==> config.mk <==
export PLATFORM = sky130hd
export DESIGN_NAME = cache_tag_tracker
export DESIGN_NICKNAME = d
export VERILOG_FILES = /design/src/rtl/cache_tag_tracker.sv
export SDC_FILE = /design/constraint.sdc
export NUM_CORES = 1
export LEC_CHECK = 0
export BUFFER_PORTS_ARGS = -buffer_cell sky130_fd_sc_hd__buf_2
export CORE_MARGIN = 4
export CORE_UTILIZATION = 50
export DETAILED_ROUTE_END_ITERATION = 6
export GPL_TIMING_DRIVEN = 0
export PLACE_DENSITY = 0.67
export SKIP_CTS_REPAIR_TIMING = 1
export SLEW_MARGIN = 40
export SYNTH_ARGS = -nofsm -noshare
export SYNTH_HDL_FRONTEND = slang
export SYNTH_SLANG_ARGS = --single-unit
==> constraint.sdc <==
create_clock -name clk -period 7.35 [get_ports clk]
set_clock_uncertainty 0.2 [all_clocks]
set_input_delay 1.1025 -clock clk [delete_from_list [all_inputs] [get_ports clk]]
set_output_delay 1.1025 -clock clk [all_outputs]
set_load 0.01 [all_outputs]
==> src/rtl/cache_tag_tracker.sv <==
module cache_tag_tracker #(
  parameter int ADDR_W      = 12,
  parameter int BLOCK_BYTES = 4,
  parameter int WAYS        = 4,
  parameter int CACHE_BYTES = 64,
  parameter int CNT_W       = 16,
  parameter logic [15:0] LFSR_SEED = 16'hACE1,
  localparam int WAY_W = $clog2(WAYS)
) (
  input  logic              clk,
  input  logic              rst,
  input  logic              req_valid,
  output logic              req_ready,
  input  logic [ADDR_W-1:0] req_addr,
  input  logic [1:0]        policy_sel,
  output logic              rsp_valid,
  output logic              rsp_hit,
  output logic [WAY_W-1:0]  rsp_way,
  output logic [CNT_W-1:0]  access_count,
  output logic [CNT_W-1:0]  miss_count
);
  localparam int SETS  = CACHE_BYTES / (BLOCK_BYTES * WAYS);
  localparam int OFF_W = $clog2(BLOCK_BYTES);
  localparam int SET_W = $clog2(SETS);
  localparam int TAG_W = ADDR_W - OFF_W - SET_W;
  localparam logic [WAY_W-1:0] OLDEST = WAY_W'(WAYS - 1);

  if (SETS < 2 || WAYS < 2 || (CACHE_BYTES % (BLOCK_BYTES * WAYS)) != 0 ||
      (1 << OFF_W) != BLOCK_BYTES || (1 << SET_W) != SETS ||
      (1 << WAY_W) != WAYS || TAG_W < 1) begin : g_bad_cfg
    $error("cache_tag_tracker: illegal geometry parameters");
  end

  logic [TAG_W-1:0] tag_q  [SETS][WAYS];
  logic [WAYS-1:0]  valid_q[SETS];
  logic [WAY_W-1:0] lru_q  [SETS][WAYS];
  logic [WAY_W-1:0] fifo_q [SETS][WAYS];
  logic [15:0]      lfsr_q;

  logic [SET_W-1:0] set_idx;
  logic [TAG_W-1:0] tag_in;
  logic [WAYS-1:0]  hit_vec;
  logic [WAYS-1:0]  valid_row;
  logic             hit, any_free;
  logic [WAY_W-1:0] hit_way, free_way, lru_way, fifo_way, victim, sel_way;

  assign req_ready = 1'b1;
  assign set_idx   = req_addr[OFF_W +: SET_W];
  assign tag_in    = req_addr[ADDR_W-1 -: TAG_W];
  assign valid_row = valid_q[set_idx];
  assign hit       = |hit_vec;
  assign any_free  = ~&valid_row;

  for (genvar w = 0; w < WAYS; w++) begin : g_cmp
    assign hit_vec[w] = valid_row[w] && (tag_q[set_idx][w] == tag_in);
  end

  always_comb begin
    hit_way  = '0;
    free_way = '0;
    lru_way  = '0;
    fifo_way = '0;
    for (int w = WAYS - 1; w >= 0; w--) begin
      if (hit_vec[w])                   hit_way  = WAY_W'(w);
      if (!valid_row[w])                free_way = WAY_W'(w);
      if (lru_q[set_idx][w] == OLDEST)  lru_way  = WAY_W'(w);
      if (fifo_q[set_idx][w] == OLDEST) fifo_way = WAY_W'(w);
    end
  end

  always_comb begin
    if (any_free)              victim = free_way;
    else if (policy_sel == 2'd0) victim = lru_way;
    else if (policy_sel == 2'd1) victim = fifo_way;
    else                       victim = lfsr_q[WAY_W-1:0];
  end

  assign sel_way = hit ? hit_way : victim;

  always_ff @(posedge clk) begin
    if (rst) lfsr_q <= LFSR_SEED;
    else     lfsr_q <= {1'b0, lfsr_q[15:1]} ^ (lfsr_q[0] ? 16'hB400 : 16'h0000);
  end

  always_ff @(posedge clk) begin
    if (rst) begin
      for (int s = 0; s < SETS; s++) begin
        valid_q[s] <= '0;
        for (int w = 0; w < WAYS; w++) begin
          tag_q[s][w]  <= '0;
          lru_q[s][w]  <= WAY_W'(w);
          fifo_q[s][w] <= WAY_W'(w);
        end
      end
    end else if (req_valid) begin
      for (int w = 0; w < WAYS; w++) begin
        if (WAY_W'(w) == sel_way)
          lru_q[set_idx][w] <= '0;
        else if (lru_q[set_idx][w] < lru_q[set_idx][sel_way])
          lru_q[set_idx][w] <= lru_q[set_idx][w] + 1'b1;
      end
      if (!hit) begin
        tag_q[set_idx][victim]   <= tag_in;
        valid_q[set_idx][victim] <= 1'b1;
        for (int w = 0; w < WAYS; w++) begin
          if (WAY_W'(w) == victim)
            fifo_q[set_idx][w] <= '0;
          else if (fifo_q[set_idx][w] < fifo_q[set_idx][victim])
            fifo_q[set_idx][w] <= fifo_q[set_idx][w] + 1'b1;
        end
      end
    end
  end

  always_ff @(posedge clk) begin
    if (rst) begin
      rsp_valid    <= 1'b0;
      rsp_hit      <= 1'b0;
      rsp_way      <= '0;
      access_count <= '0;
      miss_count   <= '0;
    end else begin
      rsp_valid <= req_valid;
      if (req_valid) begin
        rsp_hit      <= hit;
        rsp_way      <= sel_way;
        access_count <= access_count + 1'b1;
        if (!hit) miss_count <= miss_count + 1'b1;
      end
    end
  end

  AST_RSP_FOLLOWS_REQ: assert property (@(posedge clk) disable iff (rst)
    req_valid |=> rsp_valid);
  AST_NO_RSP_IDLE: assert property (@(posedge clk) disable iff (rst)
    !req_valid |=> !rsp_valid);
  AST_SINGLE_MATCH: assert property (@(posedge clk) disable iff (rst)
    req_valid |-> $onehot0(hit_vec));
  AST_ACCESS_STEP: assert property (@(posedge clk) disable iff (rst)
    rsp_valid |-> access_count == $past(access_count) + 1'b1);
  AST_MISS_STEP: assert property (@(posedge clk) disable iff (rst)
    (rsp_valid && !rsp_hit) |-> miss_count == $past(miss_count) + 1'b1);
  AST_HIT_NO_MISS: assert property (@(posedge clk) disable iff (rst)
    (rsp_valid && rsp_hit) |-> $stable(miss_count));
  AST_RESET_CLEAR: assert property (@(posedge clk) disable iff (rst)
    $past(rst) |-> (!rsp_valid && access_count == '0 && miss_count == '0));
endmodule

; ---- Word level (Yosys, flattened, before mapping)
; Memories as Yosys holds them, arrays and structs flattened.
; Cells that the tools add are included.
[word_totals]
ff_bits = 52
ram_bits = 208
input_bits = 17
output_inout_bits = 37
word_cells = 218
n_memories = 4
[classes]
add_sub_neg = 10
magnitude_cmp = 13
n_eq_ne = 19
n_mux = 138
bitwise = 12
reduce_logical = 16
[mem_list]
columns = memory, depth, width, read_ports, rd_ports_with_merged_regs, wr, line
row1 = tag_q, 4, 32, 1, 0, 4, 34  ; logic [TAG_W-1:0] tag_q [SETS][WAYS];
row2 = fifo_q, 4, 8, 1, 0, 4, 37  ; logic [WAY_W-1:0] fifo_q [SETS][WAYS];
row3 = lru_q, 4, 8, 1, 0, 4, 36  ; logic [WAY_W-1:0] lru_q [SETS][WAYS];
row4 = valid_q, 4, 4, 1, 0, 4, 35  ; logic [WAYS-1:0] valid_q[SETS];
[op_table]
columns = op, count
row1 = $mux 32, 3
row2 = $mux 1, 86
row3 = $mux 2, 36
row4 = $add 16x1->16 const B, 2
row5 = $eq 8x8->1, 4
row6 = $reduce_or 32->1, 1
row7 = $mux 8, 3
row8 = $mux 4, 5
row9 = $add 2x1->2 const B, 8
row10 = $demux 8 s2, 1
row11 = $eq 2x2->1 const B, 8
row12 = $lt 2x2->1, 8
row13 = $mux 16, 1
row14 = $reduce_or 8->1, 2
row15 = $xor 15x16->16, 1
row16 = $bmux 2 s2, 2
row17 = $eq 2x2->1 const A, 4
row18 = $or 1x1->1, 8
row19 = $reduce_or 4->1, 2
row20 = $ge 3x3->1 const B, 2
row21 = $logic_and 1x1->1, 6
row22 = $logic_not 2->1, 3
row23 = $not 2->3, 2
row24 = $eq 1x2->1 const A, 2
row25 = other kinds (8), 8

; ---- Logic depth before layout (Yosys ltp)
; An unclocked memory read counts as a cell.
[depth]
depth_word = 23
depth_mapped = 21
depth_no_buf = 16

; ---- Worst setup path after synthesis
; No wires, ideal clock.
[synth_path]
path_kind = input port to flip-flop
from = in req_addr[2]
to = mem fifo_q[0][2] (netlist bit) (enable)
setup_ns = 0.316
arrival_time_ns = 5.626
required_time_ns = 6.834
path_slack_ns = 1.209
path_stages = 20
path_buffers = 7
path_cell_list = buf_6 > buf_6 > buf_4 > buf_4 > buf_2 > clkbuf_1 > mux4_2 > ha_1 > nand2b_1 > a21oi_1 > o21ai_0 > a21oi_2 > o21ai_0 > mux2_2 > o21ai_0 > ha_1 > o31ai_1 > nand3_1 > clkbuf_1 > a21oi_1
[synth_rtl]
columns = element, line
row1 = from (decl), 14  ; input logic [ADDR_W-1:0] req_addr,
row2 = to (decl), 37

==> metrics <==
outcome completed; Crit Reg-Reg Startpoint lru_q[2][3]; gr ovfl total 0; Area Overhead vs Synth 12.01%; synth unique cells 65; crit path max fanout 19; Root Buffer clkbuf_16; top cell type by total area after synthesis edfxtp_1; Syn. warnings 0; most common cell in the netlist edfxtp_1; Clock Latency Late Sink between 0.5 and 0.6 ns; clock slew at reported path FFs 0.06 ns; Setup crit end kind flop; Fmax about 0.15 GHz; Final ANT Viol Nets 0; area of the multi-input gates 5290 µm²; 1st-pass router iterations 5; Leak about 5.6 nW; VDD IR max about 180 µV; CTS buffer count 29; Reg2Reg Depth 14; Placed Cells around 1500; core footprint 25400 µm²; Setup crit start kind primary input; Hold Path Sink lfsr_q[5]; TritonCTS Sinks 260; fraction of registers with async set/reset 0%; Hold Slack 0.2127 ns; reg2reg setup slack around 2.4 ns; initial antenna violation count 1; Vias 9107; fraction of the yosys area taken by sequential cells 55.98%; syn_area_per_cell between 10 and 15 µm²; ys flop type edfxtp_1; fin cells roughly 1500; Pwr per Cell Area about 240 nW/µm²; Rel. slew slack 43.53%; DP HPWL 24.35 mm; final setup violating endpoints 0; CP Class in2reg; die width about 170 µm; area share of the largest cell type after synthesis 47.98%; Antenna Cells 0; share of layout cells above drive strength 1 roughly 15%; DRC viols 0; pin count of the biggest net entering global routing 15; WHS Path Cells 1; sequential standard cell area approximately 7300 µm²; nets 1192; top cells by count, synth edfxtp_1 (208), and3_1 (98), nor2_1 (83); Tmin final ~6.9 ns; CP required around 7.4 ns; worst flop-to-flop path endpoint fifo_q[3][3]; IO Port Bufs 47; Worst EP arrival 6.88 ns; synth top area cells edfxtp_1 (48%), dfxtp_1 (8.0%), mux4_2 (7.4%); Via-to-Cell Ratio approximately 6; detailed router's first-iteration violation count roughly 1100; Core Util, Final between 50% and 60%; hold_sp lfsr_q[6]; Syn Nets between 1000 and 1500; die area approximately 29000 µm²; Synth Register Bits 260; Fill cells between 2000 and 2500; Initial Util 51.25%; Tightest Pin Transition roughly 0.85 ns; first-pass GRT wire length around 53 mm; # Max-Cap Violations 0; count of final max-slew check failures 0; Die H ~170 µm; Hold Crit Class reg2reg; post-synthesis cell count between 1000 and 1500; EDFF count, synth 208; Rows 58; CTS tree built; RSZ-0062 raised after global routing no; WL/cell approximately 23 µm; mapped cell area about 13000 µm²; gpl congestion between 0.9 and 1; crit share post-route between 90 and 100%; WL final 34.81 mm; htree depth 1; global router's overall resource usage about 24%; clk buf depth 3; number of global-route vias before repair around 9000; final hold vios 0; Pwr Total between 3 and 4 mW; I/O pin cnt 54
per-stage QoR:
stage          cell area (µm²)  setup WS [ns]  TNS (ns)
4_1_cts                  14580         0.2394         0
2_1_floorplan            13020          1.209         0
5_1_grt                  14580        0.08017         0
3_5_place_dp             13680        -0.3143    -11.75
6_report                 14580         0.4862         0
3_3_place_gp             13670        -0.5994    -37.42
sequential cells by signal (all words and copies together) (netlist names):
name,flops
tag_q,128
valid_q,16
access_count,16
lfsr_q,16
miss_count,16
rsp_hit,1
rsp_valid,1
rsp_way,2
lru_q,32
fifo_q,32
critical path: stages:
cell      delay (ns)
buf_4           0.18
buf_2           0.34
buf_2           0.59
buf_2           0.48
buf_1           0.48
mux4_2          0.44
ha_1            0.21
nand2b_1        0.14
a21oi_1         0.18
o21ai_0         0.18
a21oi_2         0.45
o21ai_0         0.21
mux2_2          0.31
o21ai_0         0.43
ha_1            0.33
o31ai_1         0.07
nand3_1         0.17
clkbuf_1        0.26
a21oi_1         0.29
kinds of logic after synthesis:
logic type	share of synthesized area, %
AND/OR/NAND/NOR	18.61
flip-flops	55.98
AO/OA/AOI/OAI	6.565
buffers and inverters	3.537
XOR/XNOR	4.710
multiplexers	9.150
adder cells (fa/ha/maj)	1.423
other	0.02881
report_power, final:
part           switching (mW)  internal [mW]  total, mW  leakage [nW]
Sequential             0.0180           1.65       1.66          2.46
Combinational           0.254          0.134      0.387          2.73
Clock                   0.586          0.798       1.38         0.427
worst max-delay path by stage:
| stage | from | end | slack, ns |
|---|---|---|---|
| 6_report | req_addr[3] | fifo_q[3][3] | 0.49 |
| 5_1_grt | req_addr[3] | fifo_q[3][3] | 0.08 |
| 4_1_cts | req_addr[3] | fifo_q[3][3] | 0.24 |
| 3_5_place_dp | req_addr[3] | fifo_q[3][2] | -0.31 |
| 3_3_place_gp | req_addr[3] | lru_q[2][6] | -0.60 |
| 2_1_floorplan | req_addr[2] | fifo_q[0][2] | 1.21 |
layer usage:
metal / vias up / track usage [%] / part of all wire (%)
met5: - / 0 / 0
met4: 0 / 6.510 / 2.7
met3: 67 / 5.008 / 9.2
met2: 455 / 37.78 / 46
met1: 4436 / 35.11 / 43
li1: 4149 / - / -
cells in the final DEF, fill, tap and decap left out, types with 20 or more instances in the layout:
cell       synthesis  layout
nand2_1           56      56
nand3_1           27      27
mux4_2            43      43
inv_1             24      24
edfxtp_1         208     208
buf_2              8      55
clkbuf_16          0      29
xnor2_1           51      51
mux2i_1           20      20
or2_2             22      22
and3_1            98      98
clkbuf_1          61      68
nand2b_1          24      24
nor2_1            83      82
and2_1            56      56
nor3_1            25      25
dfxtp_1           52      52
area by class of cell:
class | instances | area share, %
Inverter | 24 | 0.6178
Multi-Input combinational cell | 718 | 36.28
Sequential cell | 260 | 49.97
Clock buffer | 37 | 5.183
Tap cell | 330 | 2.832
Buffer | 81 | 2.488
Clock inverter | 17 | 1.013
Timing Repair Buffer | 47 | 1.613
Note: power is estimated with default switching activity, not from simulation.
